--- src/rtl/thermo_alert_pkg.sv ---
package thermo_alert_pkg;

  localparam int NEED_MAX = 6;

  typedef struct packed {
    logic act;
    logic seek_low;
    logic cause;
  } alert_st_t;

  function automatic logic [2:0] fq_need(input logic [1:0] code);
    case (code)
      2'd0:    fq_need = 3'd1;
      2'd1:    fq_need = 3'd2;
      2'd2:    fq_need = 3'd4;
      default: fq_need = 3'd6;
    endcase
  endfunction

endpackage

--- src/rtl/ta_limit_cmp.sv ---
module ta_limit_cmp #(
  parameter int TW = 12
) (
  input  logic [TW-1:0] temp,
  input  logic [TW-1:0] hi,
  input  logic [TW-1:0] lo,
  output logic          at_hi,
  output logic          below_lo
);
  always_comb begin
    at_hi    = $signed(temp) >= $signed(hi);
    below_lo = $signed(temp) <  $signed(lo);
  end
endmodule

--- src/rtl/ta_fault_filter.sv ---
module ta_fault_filter #(
  parameter int CNT_W = 3
) (
  input  logic             clk,
  input  logic             rst,
  input  logic             clr,
  input  logic             conv,
  input  logic             hit,
  input  logic [CNT_W-1:0] need,
  output logic             fire
);
  logic [CNT_W-1:0] cnt;
  logic [CNT_W-1:0] cnt_inc;

  always_comb begin
    cnt_inc = cnt + CNT_W'(1);
    fire    = conv && hit && !clr && (cnt_inc == need);
  end

  always_ff @(posedge clk) begin
    if (rst || clr) begin
      cnt <= '0;
    end else if (conv) begin
      if (!hit || fire) cnt <= '0;
      else              cnt <= cnt_inc;
    end
  end

  assert_miss_restart_R3: assert property (@(posedge clk) disable iff (rst)
    (conv && !hit) |=> (cnt == '0));
  assert_clear_restart_R3: assert property (@(posedge clk) disable iff (rst)
    clr |=> (cnt == '0));

endmodule

--- src/rtl/ta_alert_state.sv ---
module ta_alert_state
  import thermo_alert_pkg::*;
(
  input  logic      clk,
  input  logic      rst,
  input  logic      gen_rst,
  input  logic      intr,
  input  logic      clear_req,
  input  logic      fire,
  output alert_st_t st,
  output logic      act_nxt
);
  alert_st_t nxt;

  always_comb begin
    nxt = st;
    if (gen_rst) begin
      nxt = '0;
    end else if (clear_req) begin
      nxt.act = 1'b0;
    end else if (fire) begin
      if (!st.seek_low) begin
        nxt.act      = 1'b1;
        nxt.seek_low = 1'b1;
        nxt.cause    = 1'b1;
      end else begin
        nxt.act      = intr;
        nxt.seek_low = 1'b0;
        nxt.cause    = 1'b0;
      end
    end
    act_nxt = nxt.act;
  end

  always_ff @(posedge clk) begin
    if (rst) st <= '0;
    else     st <= nxt;
  end

  assert_gen_clear_R8: assert property (@(posedge clk) disable iff (rst)
    gen_rst |=> (!st.act && !st.seek_low && !st.cause));
  assert_intr_clear_R5: assert property (@(posedge clk) disable iff (rst)
    (clear_req && !gen_rst) |=> !st.act);
  assert_latched_hold_R4: assert property (@(posedge clk) disable iff (rst)
    (intr && st.act && !clear_req && !gen_rst) |=> st.act);

endmodule

--- src/rtl/thermo_alert.sv ---
module thermo_alert
  import thermo_alert_pkg::*;
#(
  parameter int TW = 12
) (
  input  logic          clk,
  input  logic          rst,
  input  logic          conv_vld,
  input  logic [TW-1:0] conv_temp,
  input  logic [TW-1:0] lim_hi,
  input  logic [TW-1:0] lim_lo,
  input  logic          cfg_intr,
  input  logic          cfg_pol,
  input  logic [1:0]    cfg_fq,
  input  logic          cfg_sleep,
  input  logic          reg_rd,
  input  logic          arw_won,
  input  logic          gen_rst,
  output logic          alert_pin,
  output logic          alert_act,
  output logic          alert_status
);
  localparam int CNT_W = $clog2(NEED_MAX + 1);

  alert_st_t        st;
  logic             act_nxt;
  logic             at_hi, below_lo, hit;
  logic             intr_q, mode_chg, clear_req, hold, cnt_clr, conv_eff, fire;
  logic [CNT_W-1:0] need;
  logic             pin_q, ok_q;

  always_comb begin
    need      = CNT_W'(fq_need(cfg_fq));
    mode_chg  = cfg_intr != intr_q;
    clear_req = cfg_intr && (reg_rd || arw_won || cfg_sleep);
    hold      = cfg_intr && st.act;
    cnt_clr   = gen_rst || clear_req || mode_chg || hold;
    conv_eff  = conv_vld && !cnt_clr;
    hit       = st.seek_low ? below_lo : at_hi;
  end

  ta_limit_cmp #(.TW(TW)) u_cmp (
    .temp(conv_temp), .hi(lim_hi), .lo(lim_lo),
    .at_hi(at_hi), .below_lo(below_lo)
  );

  ta_fault_filter #(.CNT_W(CNT_W)) u_filt (
    .clk(clk), .rst(rst), .clr(cnt_clr), .conv(conv_eff),
    .hit(hit), .need(need), .fire(fire)
  );

  ta_alert_state u_state (
    .clk(clk), .rst(rst), .gen_rst(gen_rst), .intr(cfg_intr),
    .clear_req(clear_req), .fire(fire), .st(st), .act_nxt(act_nxt)
  );

  always_ff @(posedge clk) begin
    if (rst) begin
      intr_q <= 1'b0;
      pin_q  <= 1'b1;
      ok_q   <= 1'b0;
    end else begin
      intr_q <= cfg_intr;
      pin_q  <= ~(cfg_pol ^ act_nxt);
      ok_q   <= 1'b1;
    end
  end

  assign alert_pin    = pin_q;
  assign alert_act    = st.act;
  assign alert_status = st.cause;

  assert_pin_level_R7: assert property (@(posedge clk) disable iff (rst)
    ok_q |-> (alert_pin == ~($past(cfg_pol) ^ alert_act)));
  assert_rise_on_conv_R2: assert property (@(posedge clk) disable iff (rst)
    $rose(alert_act) |-> $past(conv_vld));
  assert_cmp_ignores_clear_R5: assert property (@(posedge clk) disable iff (rst)
    (!cfg_intr && !intr_q && alert_act && !conv_vld && !gen_rst) |=> alert_act);

endmodule

--- config.mk ---
export PLATFORM = sky130hd
export DESIGN_NAME = thermo_alert
export DESIGN_NICKNAME = d
export VERILOG_FILES = /design/src/rtl/thermo_alert_pkg.sv /design/src/rtl/ta_limit_cmp.sv /design/src/rtl/ta_fault_filter.sv /design/src/rtl/ta_alert_state.sv /design/src/rtl/thermo_alert.sv
export SDC_FILE = /design/constraint.sdc
export NUM_CORES = 1
export LEC_CHECK = 0
export BUFFER_PORTS_ARGS = -buffer_cell sky130_fd_sc_hd__buf_4
export CORE_AREA = 2 2 60 62
export CTS_BUF_LIST = sky130_fd_sc_hd__clkbuf_4
export CTS_CLUSTER_SIZE = 30
export DETAILED_ROUTE_END_ITERATION = 8
export DIE_AREA = 0 0 62 64
export PLACE_DENSITY = 0.66
export SLEW_MARGIN = 10
export SYNTH_ARGS = -nofsm -noshare
export SYNTH_HDL_FRONTEND = slang
export SYNTH_SLANG_ARGS = --single-unit
--- constraint.sdc ---
create_clock -name clk -period 2.8 [get_ports clk]
set_input_delay 0.56 -clock clk [delete_from_list [all_inputs] [get_ports clk]]
set_output_delay 0.56 -clock clk [all_outputs]
set_load 0.03 [all_outputs]
Yosys cells after proc, flatten, opt, wreduce, memory -nomap -nowiden
Index checks and enable logic that the tools add are counted.
- register bits after elaboration: 8
- bits in latches: 0
- memory bits (writable): 0
- ROM bits: 0
- input port bits: 47
- output and inout port bits: 3
- memories kept: 0
- $add $sub $neg: 1
- $mul: 0
- divide/modulo/power cells: 0
- $lt $le $gt $ge: 2
- equality and inequality tests: 4
- shift operators: 0
- mux-type cells: 8
- bitwise operators: 3
- reductions and logical operators: 18
- operator list (cell ; count):
    12-bit greater-or-equal comparator ; 1
    12-bit < comparator ; 1
    3-bit two-way mux ; 4
    3-bit one-hot mux with 3 select lines ; 1
    1-bit logical OR ; 7
    1-bit logical AND ; 6
    3-bit by 1-bit adder with 3-bit output, second input constant ; 1
    3-bit == test ; 1
    2-bit by 1-bit == test with 1-bit output, second input constant ; 1
    2-bit == test, second input constant ; 1
    1-bit zero test ; 2
    2-bit zero test ; 1
    1-bit two-way mux ; 2
    2-bit two-way mux ; 1
    1-bit inverter ; 2
    2-bit AND reduction ; 1
    2-bit OR reduction ; 1
    1-bit inequality test ; 1
    1-bit bitwise XOR ; 1

Depth between registers and ports, before layout
Gate-level depths: netlist (run 1).
- word-level depth: 16
- mapped depth: 9
- gate-level depth less buffers: 9

Hierarchy
From an unflattened synthesis (run 1), not the netlist that was laid out.
- cells, all modules: 132
- area, all modules: 1074.8 sq um
- modules (own cells, without submodules) (module ; times used ; cells each ; area an instance (sq um) ; sequential area each (sq um)):
    ta_limit_cmp ; 1 ; 81 ; 594.3 ; 0.0
    ta_fault_filter ; 1 ; 25 ; 246.5 ; 60.1
    thermo_alert ; 1 ; 16 ; 132.6 ; 40.0
    ta_alert_state ; 1 ; 10 ; 101.3 ; 40.0

Worst setup path after synthesis (run 1)
No wires, ideal clock.
- path kind: input port to flip-flop
- from: in lim_lo[11]
- to: reg, netlist name u_state.st[0]
- library setup time: 0.079 ns
- arrival time: 2.472 ns
- setup slack: 0.248 ns
- cell stages on the path: 9
- path through: inv_1 > ha_1 > and4_1 > nand2_2 > nor4_4 > a2bb2oi_2 > o2111ai_2 > or3_1 > a211oi_2
- longest elaborated chain between the ends: 6
- ends and longest elaborated chain (element ; RTL line ; text):
    start: declaration ; thermo_alert.sv:11 ; input logic [TW-1:0] lim_lo,
    12-bit < comparator ; ta_limit_cmp.sv:12 ; below_lo = $signed(temp) < $signed(lo);
    1-bit two-way mux ; thermo_alert.sv:39 ; hit = st.seek_low ? below_lo : at_hi;
    1-bit logical AND (3 in series) ; ta_fault_filter.sv:17 ; fire = conv && hit && !clr && (cnt_inc == need);
    2-bit AND reduction (no source line) ; - ;
Every way passes these cells.
A chain may end at the register's enable or synchronous reset.

Worst setup path after layout (run 1)
- from: in conv_temp[11]
- to: reg, netlist name u_state.st[0]
- longest elaborated chain between the ends: 6
- elaborated cells between the ends (all ways): 7
- those cells by class: order compare: 2; mux: 1; reduce/logical: 4
- ends and longest elaborated chain (element ; RTL line ; text):
    start: declaration ; thermo_alert.sv:9 ; input logic [TW-1:0] conv_temp,
    12-bit greater-or-equal comparator / 12-bit < comparator (equally long branches) ; ta_limit_cmp.sv:11, ta_limit_cmp.sv:12 ;
    1-bit two-way mux * ; thermo_alert.sv:39 ;
    1-bit logical AND * (3 in series) ; ta_fault_filter.sv:17 ;
    2-bit AND reduction (no source line) * ; - ;
Every way passes the cells marked *; elsewhere a longest branch is shown, timed or not.

==> flow_metrics.env, run 1 <==
export IMPL_status="finished, final reports clean"
export IMPL_skew_ns=0.00518
export IMPL_yosysTopAreaCell="ha_1"
export IMPL_cts_buffers=3
export IMPL_vias=1185
export IMPL_dieArea_um2=3970
export IMPL_synthFlopType="dfxtp_1"
export IMPL_whs_endpoint="u_state.st[0]$_SDFFE_PP0P_"
export IMPL_yosysMostFrequentCell="inv_1"
export IMPL_clockBufferDepth=2
export IMPL_ir_drop_v=0.000159
export IMPL_crit_type="input pin to flop"
export IMPL_clock_sinks=7
export IMPL_antenna_found_initial=0
export IMPL_powerDensity_nw_per_um2=239
export IMPL_post_drt_via_cell_ratio=4.92
export IMPL_track_usage_pct=14.1
export IMPL_critPathSlowestCell="nor4_4"
export IMPL_ios=50
export IMPL_pre_cts_ws_ns=0.0499
export IMPL_grt_max_degree=9
export IMPL_port_buffers=49
export IMPL_setup_ws_ns=0.353
export IMPL_hold_class="input pin to flop"
export IMPL_syn_inst=140
export IMPL_cts_tree="done"
export IMPL_rows=21
export IMPL_ctsHtreeMaxLevel=1
export IMPL_synth_warnings=0
export IMPL_avgSynthCellArea_um2=7.98
export IMPL_post_cts_setup_buffers=0
export IMPL_setup_viol=0
export IMPL_ys_types=38
export IMPL_n_antenna_cell=0
export IMPL_worst_r2r_startpoint="u_filt.cnt[0]$_SDFFE_PP0N_"
export IMPL_ys_seq_area_share_pct=12.5
export IMPL_grt_pass1_vias=1119
export IMPL_reg2reg_to="alert_pin$_SDFF_PP1_"
export IMPL_ys_top_cells_by_count="inv_1, ha_1, a21oi_1, nand2_1, nor2b_1"
export IMPL_drt_iter0_drc=19
export IMPL_synthArstFlopShare_pct=0
export IMPL_start_kind="input pin"
export IMPL_ff_latch_area_um2=140
export IMPL_syn_to_final_growth_pct=42.1
export IMPL_dp_hpwl_mm=2.36
export IMPL_start_util_pct=34.0
export IMPL_clk_pin_slew_ns=0.05
export IMPL_slew_violations=0
export IMPL_netlist_top_cells_area="ha_1, dfxtp_1, inv_1"
export IMPL_r2r_slack_ns=0.49
export IMPL_grt_overflow_total=0
export IMPL_synth_top_area_share_pct=26.9
export IMPL_nFillCells=346
export IMPL_cts_resized=0
export IMPL_final_cells=241
export IMPL_syn_cell_area_um2=1120
export IMPL_root_buffer="clkbuf_4"
export IMPL_max_slew_margin_pct=71.8
export IMPL_post_place_cells=237
export IMPL_worst_path_buf_inv=1
export IMPL_drv_cap=0
export IMPL_dieWidth_um=62
export IMPL_synth_nets=211
export IMPL_power_total_mw=0.379
export IMPL_path_depth=9
export IMPL_crit_path_end_kind="flop"
export IMPL_hp_start="gen_rst"
export IMPL_path_cells="buf_4, ha_1, and4_1, nand2_2, nor4_4, a2bb2oi_2, o2111ai_2, or3_1, a211oi_2"
export IMPL_tns_ns=0
export IMPL_synth_seq_cells=7
export IMPL_antenna_left=0
export IMPL_drive_gt1_share_pct=32.8
export IMPL_gp_congestion=0.879
export IMPL_core_area_um2=3280
export IMPL_required_ns=2.99
export IMPL_cp_arrival_ns=2.63
export IMPL_die_y_um=64
export IMPL_period_needed_ns=2.45
export IMPL_multi_input_area_um2=880
export IMPL_rsz0062_at_grt="no"
export IMPL_hold_depth=2
export IMPL_tightest_slew_ns=0.420
export IMPL_routedWlPerCell_um=11.1
export IMPL_grt_pass1_wl_mm=4.35
export IMPL_drt_pass1_iter_count=4
export IMPL_hold_viol_final=0
export IMPL_path_delay_family="simple AND/OR/NAND/NOR gates"
export IMPL_routed_wl_mm=2.68
export IMPL_drc=0
export IMPL_clock_fmax_mhz=409
export IMPL_period_share_pct=87.4
export IMPL_p_leak_nw=0.834
export IMPL_crit_fanout=6
export IMPL_synth_edf_count=0
export IMPL_critPathMaxStageDelay_ns=0.41
export IMPL_clk_latency_ns=0.26
export IMPL_postCtsHoldBufs=0
export IMPL_rr_worst_depth=8
export IMPL_layout_nets=267
export IMPL_holdWs_ns=0.476
## sequential cells by signal (all words and copies together), names as in the netlist
name	count
alert_pin	1
u_filt.cnt	3
intr_q	1
u_state.st	2
## cell families after synthesis
kind of cell | count (synthesis) | synth area share, %
flip-flops | 7 | 12.5
AND/OR/NAND/NOR | 46 | 25.8
multiplexers | 1 | 0.896
AO/OA/AOI/OAI | 33 | 22.8
XOR/XNOR | 3 | 2.35
adder cells (fa/ha/maj) | 24 | 26.9
buffers and inverters | 26 | 8.73
## worst max path at each step
stage / end / startpoint / slack (ns)
6_report: u_state.st[0]$_SDFFE_PP0P_ / conv_temp[11] / 0.35
5_1_grt: u_state.st[0]$_SDFFE_PP0P_ / conv_temp[11] / 0.21
4_1_cts: u_state.st[0]$_SDFFE_PP0P_ / conv_temp[11] / 0.32
3_5_place_dp: u_state.st[0]$_SDFFE_PP0P_ / conv_temp[11] / 0.05
3_3_place_gp: u_state.st[0]$_SDFFE_PP0P_ / conv_temp[11] / 0.05
2_1_floorplan: u_state.st[0]$_SDFFE_PP0P_ / lim_lo[11] / 0.25
## worst reg2reg max path, delay by kind of cell (launching register included)
family	cells	cell delay, ns
compound gates	3	0.66
simple gates	3	0.64
flops	1	0.42
fa+ha+maj	1	0.31
mux	1	0.22
## area by class of cell
class	instances	area share [%]
Timing Repair Buffer	51	24.1
Clock buffer	4	1.89
Sequential cell	7	8.83
Inverter	26	6.15
Multi-Input combinational cell	107	55.4
Tap cell	46	3.62
## metal layers
metal  vias to the layer above  GRT usage (%)  share of wire [%]
met5                         -              0                  0
met4                         0           7.45                4.0
met3                        13           2.02                7.2
met2                        47           25.1                 48
met1                       520           15.2                 41
li1                        605              -                  -
## metrics by stage
stage	utilization [%]	instance area, um^2
global placement	47.4	1560
floorplan	-	1120
CTS	48.3	1590
detailed placement	47.4	1560
finish	48.3	1590
global route	48.3	1590
## power by group
group | switching (mW) | internal [mW]
Clock | 0.0436 | 0.0645
Sequential | 0.00135 | 0.101
Combinational | 0.0741 | 0.0943
Total | 0.119 | 0.260
## layout by cell type, fill, tap and decap left out, types with 3 or more instances in the layout
master    synthesis  final
or3_1             5      5
nor2_1            6      6
and4_1            3      3
inv_1            26     26
clkbuf_4          0      4
nor2b_1           8      8
o21ai_0           5      5
a21oi_1           8      8
ha_1             24     24
o21a_1            3      3
a21o_1            3      3
nand3_1           3      3
nand2_1           8      8
buf_4             0     51
dfxtp_1           7      7
Note: power is estimated with default switching activity, not from simulation.
==> run 2, diff against run 1 <==
--- a/config.mk
+++ b/config.mk
@@ -5,13 +5,17 @@
 export SDC_FILE = /design/constraint.sdc
 export NUM_CORES = 1
 export LEC_CHECK = 0
+export ABC_AREA = 1
 export BUFFER_PORTS_ARGS = -buffer_cell sky130_fd_sc_hd__buf_4
-export CORE_AREA = 2 2 60 62
+export CELL_PAD_IN_SITES_DETAIL_PLACEMENT = 1
+export CELL_PAD_IN_SITES_GLOBAL_PLACEMENT = 1
+export CORE_AREA = 2 2 63 65
 export CTS_BUF_LIST = sky130_fd_sc_hd__clkbuf_4
 export CTS_CLUSTER_SIZE = 30
 export DETAILED_ROUTE_END_ITERATION = 8
-export DIE_AREA = 0 0 62 64
-export PLACE_DENSITY = 0.66
+export DIE_AREA = 0 0 65 67
+export GPL_TIMING_DRIVEN = 0
+export PLACE_DENSITY = 0.85
 export SLEW_MARGIN = 10
 export SYNTH_ARGS = -nofsm -noshare
 export SYNTH_HDL_FRONTEND = slang
==> run 2 against run 1 <==
Register-to-register slack improved by 0.56 ns. Combinational power increased by 4%. Count of clock-buffer cells in the layout unchanged. Clock skew decreased by 0.0019 ns. Worst hold slack improved by 0.0029 ns. Power increased by 0.52%. Critical endpoint is now alert_pin$_SDFF_PP1_. Largest power group unchanged. Highest routed layer unchanged.
==> flow_metrics.env, run 2 <==
export IMPL_status="finished, final reports clean"
export IMPL_routed_wl_mm=2.68
export IMPL_rsz0062_at_grt="no"
export IMPL_yosysMostFrequentCell="inv_1"
export IMPL_ys_types=18
export IMPL_tightest_slew_ns=0.294
export IMPL_post_drt_via_cell_ratio=4.49
export IMPL_grt_pass1_wl_mm=4.73
export IMPL_post_cts_setup_buffers=0
export IMPL_cts_tree="done"
export IMPL_clk_latency_ns=0.26
export IMPL_dieWidth_um=65
export IMPL_hold_depth=2
export IMPL_dp_hpwl_mm=2.49
export IMPL_cts_buffers=3
export IMPL_synth_top_area_share_pct=26.3
export IMPL_synthFlopType="dfxtp_1"
export IMPL_largest_reg_flops=3
export IMPL_antenna_left=0
export IMPL_root_buffer="clkbuf_4"
export IMPL_n_antenna_cell=0
export IMPL_routedWlPerCell_um=9.42
export IMPL_clock_sinks=7
export IMPL_crit_start="conv_temp[11]"
export IMPL_setup_ws_ns=0.889
export IMPL_synthArstFlopShare_pct=0
export IMPL_ys_top_cells_by_count="inv_1, nand2_1, ha_1"
export IMPL_ys_seq_area_share_pct=12.3
export IMPL_setup_viol=0
export IMPL_rr_worst_depth=12
export IMPL_clk_pin_slew_ns=0.05
export IMPL_synth_warnings=0
export IMPL_top_register="u_filt.cnt"
export IMPL_layout_nets=308
export IMPL_synth_edf_count=0
export IMPL_tns_ns=0
export IMPL_vias=1275
export IMPL_yosysTopAreaCell="ha_1"
export IMPL_core_area_um2=3610
export IMPL_crit_type="input pin to flop"
export IMPL_crit_path_end_kind="flop"
export IMPL_die_y_um=67
export IMPL_avgSynthCellArea_um2=6.24
export IMPL_endpoint="alert_pin$_SDFF_PP1_"
export IMPL_worst_r2r_startpoint="u_filt.cnt[0]$_SDFFE_PP0N_"
export IMPL_ir_drop_v=0.0000978
export IMPL_hold_class="flop to flop"
export IMPL_slew_violations=0
export IMPL_skew_ns=0.00333
export IMPL_period_share_pct=68.2
export IMPL_layout_common_cells="inv_1, buf_4, nand2_1"
export IMPL_grt_pass1_vias=1282
export IMPL_p_leak_nw=0.981
export IMPL_gp_congestion=0.824
export IMPL_largestRegisters="u_filt.cnt x3, u_state.st x2"
export IMPL_netlist_top_cells_area="ha_1, inv_1, nand2_1"
export IMPL_drt_iter0_drc=22
export IMPL_antenna_found_initial=0
export IMPL_powerDensity_nw_per_um2=238
export IMPL_rows=22
export IMPL_grt_overflow_total=0
export IMPL_period_needed_ns=1.91
export IMPL_start_kind="input pin"
export IMPL_port_buffers=49
export IMPL_required_ns=2.95
export IMPL_cts_resized=0
export IMPL_grt_max_degree=6
export IMPL_synth_seq_cells=7
export IMPL_drc=0
export IMPL_postCtsHoldBufs=0
export IMPL_synth_nets=254
export IMPL_drt_pass1_iter_count=5
export IMPL_r2r_slack_ns=1.05
export IMPL_track_usage_pct=13.2
export IMPL_ctsHtreeMaxLevel=1
export IMPL_dieArea_um2=4360
export IMPL_holdWs_ns=0.479
export IMPL_ios=50
export IMPL_syn_to_final_growth_pct=40.1
export IMPL_pre_cts_ws_ns=0.609
export IMPL_crit_fanout=4
export IMPL_syn_inst=183
export IMPL_drive_gt1_share_pct=30.1
export IMPL_start_util_pct=31.7
export IMPL_clock_fmax_mhz=523
export IMPL_reg2reg_to="alert_pin$_SDFF_PP1_"
export IMPL_syn_cell_area_um2=1140
export IMPL_hold_viol_final=0
export IMPL_cp_arrival_ns=2.06
export IMPL_max_slew_margin_pct=80.2
export IMPL_clockBufferDepth=2
export IMPL_drv_cap=0
run 2: routing by layer:
| metal | vias to the layer above | share of wire (%) | GRT usage, % |
|---|---|---|---|
| met1 | 567 | 43 | 14.8 |
| met3 | 2 | 5.2 | 1.35 |
| li1 | 671 | - | - |
| met5 | - | 0 | 0 |
| met4 | 0 | 0.60 | 4.79 |
| met2 | 35 | 51 | 25.6 |
run 2: worst min path at each step:
stage / from / to / slack, ns
2_1_floorplan: u_filt.cnt[1]$_SDFFE_PP0N_ / u_filt.cnt[1]$_SDFFE_PP0N_ / 0.45
3_3_place_gp: u_filt.cnt[1]$_SDFFE_PP0N_ / u_filt.cnt[1]$_SDFFE_PP0N_ / 0.47
3_5_place_dp: u_filt.cnt[1]$_SDFFE_PP0N_ / u_filt.cnt[1]$_SDFFE_PP0N_ / 0.47
4_1_cts: rst / u_state.st[2]$_SDFF_PP0_ / 0.48
5_1_grt: rst / u_state.st[2]$_SDFF_PP0_ / 0.48
6_report: u_filt.cnt[1]$_SDFFE_PP0N_ / u_filt.cnt[1]$_SDFFE_PP0N_ / 0.48
run 2: layout make-up:
class | instances | area [um^2]
repair buffers | 49 | 368
clock buffers | 4 | 30.0
well taps | 48 | 60.1
fillers | 498 | 2010
multi-input cells | 125 | 811
inverters | 51 | 191
flip-flops and latches | 7 | 140
run 2: logic make-up (layout without fill, tap and decap cells):
family          count (synthesis)  after routing  share of synthesized area [%]
fa+ha+maj                      24             24                           26.3
xor+xnor                        1              1                          0.767
buf+inv                        51            104                           16.8
compound gates                 16             16                           7.23
flops                           7              7                           12.3
simple gates                   84             84                           36.7
run 2: worst max-delay path, stage by stage:
cell,delay [ns]
buf_4,0.12
ha_1,0.35
a21oi_1,0.19
nand2_1,0.07
a21oi_1,0.17
nand3_1,0.12
nand3_2,0.11
nand3_2,0.10
nand2_2,0.09
nand3_2,0.08
nand2_2,0.07
nand3_2,0.05
run 2: metrics by stage:
step,instances,cell area (um^2),total power [mW],util [%]
5_1_grt,284,1600,0.418,44.4
3_5_place_dp,280,1570,0.282,43.5
4_1_cts,284,1600,0.388,44.4
3_3_place_gp,280,1570,0.274,43.5
2_1_floorplan,183,1140,0.202,-
6_report,284,1600,0.381,44.4
run 2: power by group:
part | total [mW] | switching, mW | leakage, nW | internal (mW)
clock | 0.104 | 0.0401 | 0.0184 | 0.0642
sequential | 0.102 | 0.000597 | 0.0569 | 0.101
combinational | 0.175 | 0.0864 | 0.906 | 0.0886
total | 0.381 | 0.127 | 0.981 | 0.254
==> run 3, diff against run 2 <==
--- a/config.mk
+++ b/config.mk
@@ -5,17 +5,17 @@
 export SDC_FILE = /design/constraint.sdc
 export NUM_CORES = 1
 export LEC_CHECK = 0
-export ABC_AREA = 1
+export ABC_AREA = 0
 export BUFFER_PORTS_ARGS = -buffer_cell sky130_fd_sc_hd__buf_4
 export CELL_PAD_IN_SITES_DETAIL_PLACEMENT = 1
 export CELL_PAD_IN_SITES_GLOBAL_PLACEMENT = 1
-export CORE_AREA = 2 2 63 65
+export CORE_AREA = 2 2 64 66
 export CTS_BUF_LIST = sky130_fd_sc_hd__clkbuf_4
 export CTS_CLUSTER_SIZE = 30
 export DETAILED_ROUTE_END_ITERATION = 8
-export DIE_AREA = 0 0 65 67
+export DIE_AREA = 0 0 66 68
 export GPL_TIMING_DRIVEN = 0
-export PLACE_DENSITY = 0.85
+export PLACE_DENSITY = 0.81
 export SLEW_MARGIN = 10
 export SYNTH_ARGS = -nofsm -noshare
 export SYNTH_HDL_FRONTEND = slang
==> constraint.sdc (replaced) <==
create_clock -name clk -period 1.6 [get_ports clk]
set_input_delay 0.32 -clock clk [delete_from_list [all_inputs] [get_ports clk]]
set_output_delay 0.32 -clock clk [all_outputs]
set_load 0.03 [all_outputs]
==> run 3 against run 2 <==
Combinational power increased to 2.5 times the previous value. Via count decreased by 1.8%. Cell count decreased by 11%. Critical endpoint unchanged. Sequential cell count unchanged. Non-clock buffer count increased by 10. The run now ends with setup timing left. Count of clock-buffer cells in the layout unchanged. Power increased by 110%. Cell area increased by 30%. Largest power group unchanged. Utilization increased by 9.4 points.
==> flow_metrics.env, run 3 (same netlist as run 1, synthesis figures left out) <==
export IMPL_cts_buffers=3
export IMPL_crit_path_end_kind="flop"
export IMPL_core_area_um2=3860
export IMPL_final_common_cell="buf_4"
export IMPL_start_util_pct=29.0
export IMPL_drv_cap=0
export IMPL_period_share_pct=130
export IMPL_n_antenna_cell=0
export IMPL_syn_to_final_growth_pct=85.7
export IMPL_grt_pass1_vias=1363
export IMPL_ctsHtreeMaxLevel=1
export IMPL_crit_fanout=4
export IMPL_required_ns=1.77
export IMPL_hold_viol_final=0
export IMPL_tightest_slew_ns=0.382
export IMPL_gp_congestion=0.729
export IMPL_endpoint="alert_pin$_SDFF_PP1_"
export IMPL_cts_tree="done"
export IMPL_largest_reg_flops=3
export IMPL_vias=1252
export IMPL_setup_viol=6
export IMPL_grt_pass1_wl_mm=5.95
export IMPL_dieWidth_um=66
export IMPL_clock_fmax_mhz=480
export IMPL_reg2reg_to="alert_pin$_SDFF_PP1_"
export IMPL_powerDensity_nw_per_um2=382
export IMPL_die_y_um=68
export IMPL_clk_pin_slew_ns=0.05
export IMPL_period_needed_ns=2.08
export IMPL_post_drt_via_cell_ratio=4.95
export IMPL_track_usage_pct=16.9
export IMPL_fin_area_um2=2070
export IMPL_grt_overflow_total=0
export IMPL_largestRegisters="u_filt.cnt x3, u_state.st x2"
export IMPL_worst_r2r_startpoint="u_filt.cnt[0]$_SDFFE_PP0N_"
export IMPL_crit_type="flop to flop"
export IMPL_p_int_mw=0.535
export IMPL_dieArea_um2=4490
export IMPL_drt_pass1_iter_count=3
export IMPL_layout_nets=275
export IMPL_setup_ws_ns=-0.482
export IMPL_rsz0062_at_grt="yes"
export IMPL_power_switching_mw=0.257
export IMPL_routedWlPerCell_um=14.7
export IMPL_status="complete, but fails checks"
export IMPL_dp_hpwl_mm=3.09
export IMPL_drt_iter0_drc=22
export IMPL_crit_start="u_filt.cnt[0]$_SDFFE_PP0N_"
export IMPL_violations="setup timing"
export IMPL_skew_ns=0.00130
export IMPL_rr_worst_depth=8
export IMPL_power_frac_seq_pct=22.5
export IMPL_clock_power_share_pct=21.4
export IMPL_swShare_pct=32.4
export IMPL_cp_arrival_ns=2.26
export IMPL_p_leak_nw=0.900
export IMPL_combPwrFrac_pct=56.0
export IMPL_antenna_left=0
export IMPL_clock_sinks=7
export IMPL_clockBufferDepth=2
export IMPL_antenna_found_initial=0
export IMPL_drive_gt1_share_pct=63.1
export IMPL_r2r_slack_ns=-0.48
export IMPL_clk_latency_ns=0.24
export IMPL_slew_violations=0
export IMPL_ios=50
export IMPL_max_slew_margin_pct=74.3
export IMPL_routed_wl_mm=3.71
export IMPL_rows=23
export IMPL_port_buffers=49
export IMPL_top_register="u_filt.cnt"
export IMPL_layout_common_cells="buf_4, ha_4, inv_1"
export IMPL_root_buffer="clkbuf_4"
export IMPL_place_area_um2=1840
export IMPL_postCtsHoldBufs=0
export IMPL_hold_class="input pin to flop"
export IMPL_ir_drop_v=0.000322
export IMPL_start_kind="flop"
export IMPL_drc=0
export IMPL_nFillCells=462
export IMPL_grt_max_degree=9
export IMPL_power_total_mw=0.792
## run 3: critical path, cell delays in order, from the launching register on
cell	delay (ns)
dfxtp_4	0.34
ha_4	0.23
or3_4	0.32
a211o_1	0.27
nand2_2	0.09
and3_4	0.18
o21ai_2	0.05
a311oi_2	0.31
mux2i_1	0.21
## run 3: metrics by stage
stage / util, % / cells / TNS, ns / hold WS (ns) / setup WS [ns]
CTS: 52.6 / 251 / -2.07 / 0.238 / -0.440
global route: 53.8 / 253 / -2.72 / 0.250 / -0.564
detailed placement: 47.8 / 239 / -3.80 / 0.499 / -0.766
global placement: 47.8 / 239 / -3.53 / 0.497 / -0.724
finish: 53.8 / 253 / -2.14 / 0.244 / -0.482
floorplan: - / 140 / -1.96 / 0.385 / -0.431
## run 3: power by group through the flow
stage	registers, mW	logic (mW)	clock network (mW)
after floorplan	0.185	0.212	0
after CTS	0.178	0.438	0.179
after global placement	0.182	0.370	0
after global routing	0.178	0.490	0.179
final	0.178	0.444	0.170
after detailed placement	0.182	0.395	0
## run 3: worst min path at each step
stage	to	slack [ns]	cells past startpoint	startpoint
5_1_grt	u_state.st[0]$_SDFFE_PP0P_	0.25	2	gen_rst
3_5_place_dp	u_state.st[0]$_SDFFE_PP0P_	0.50	2	gen_rst
4_1_cts	u_state.st[0]$_SDFFE_PP0P_	0.24	2	gen_rst
6_report	u_state.st[0]$_SDFFE_PP0P_	0.24	2	gen_rst
3_3_place_gp	u_state.st[0]$_SDFFE_PP0P_	0.50	2	gen_rst
2_1_floorplan	u_state.st[0]$_SDFFE_PP0P_	0.38	1	rst
## run 3: area by class of cell
type                       instances  area, um^2  share of cell area, %
clock buffer                       4        30.0                   1.45
tap                               50        62.6                   3.02
multi-input combinational        107        1210                   58.6
timing repair buffer              59         484                   23.3
sequential                         7         145                   7.00
inverter                          26         138                   6.63
## run 3: timing repair
action | in CTS | in global routing
pin swaps | 11 | 2
setup buffers | 8 | 2
endpoints found under the hold margin | 0 | 0
resized for setup | 20 | 7
setup endpoints to repair | 6 | 6
## run 3: per-layer routing
metal / global-route usage, % / wire, um / vias up / part of all wire [%]
met4: 3.83 / 29 / 0 / 0.78
met2: 36.5 / 2000 / 36 / 54
met1: 17.6 / 1500 / 587 / 40
met5: 0 / 0 / - / 0
li1: - / - / 625 / -
met3: 0.987 / 180 / 4 / 4.9
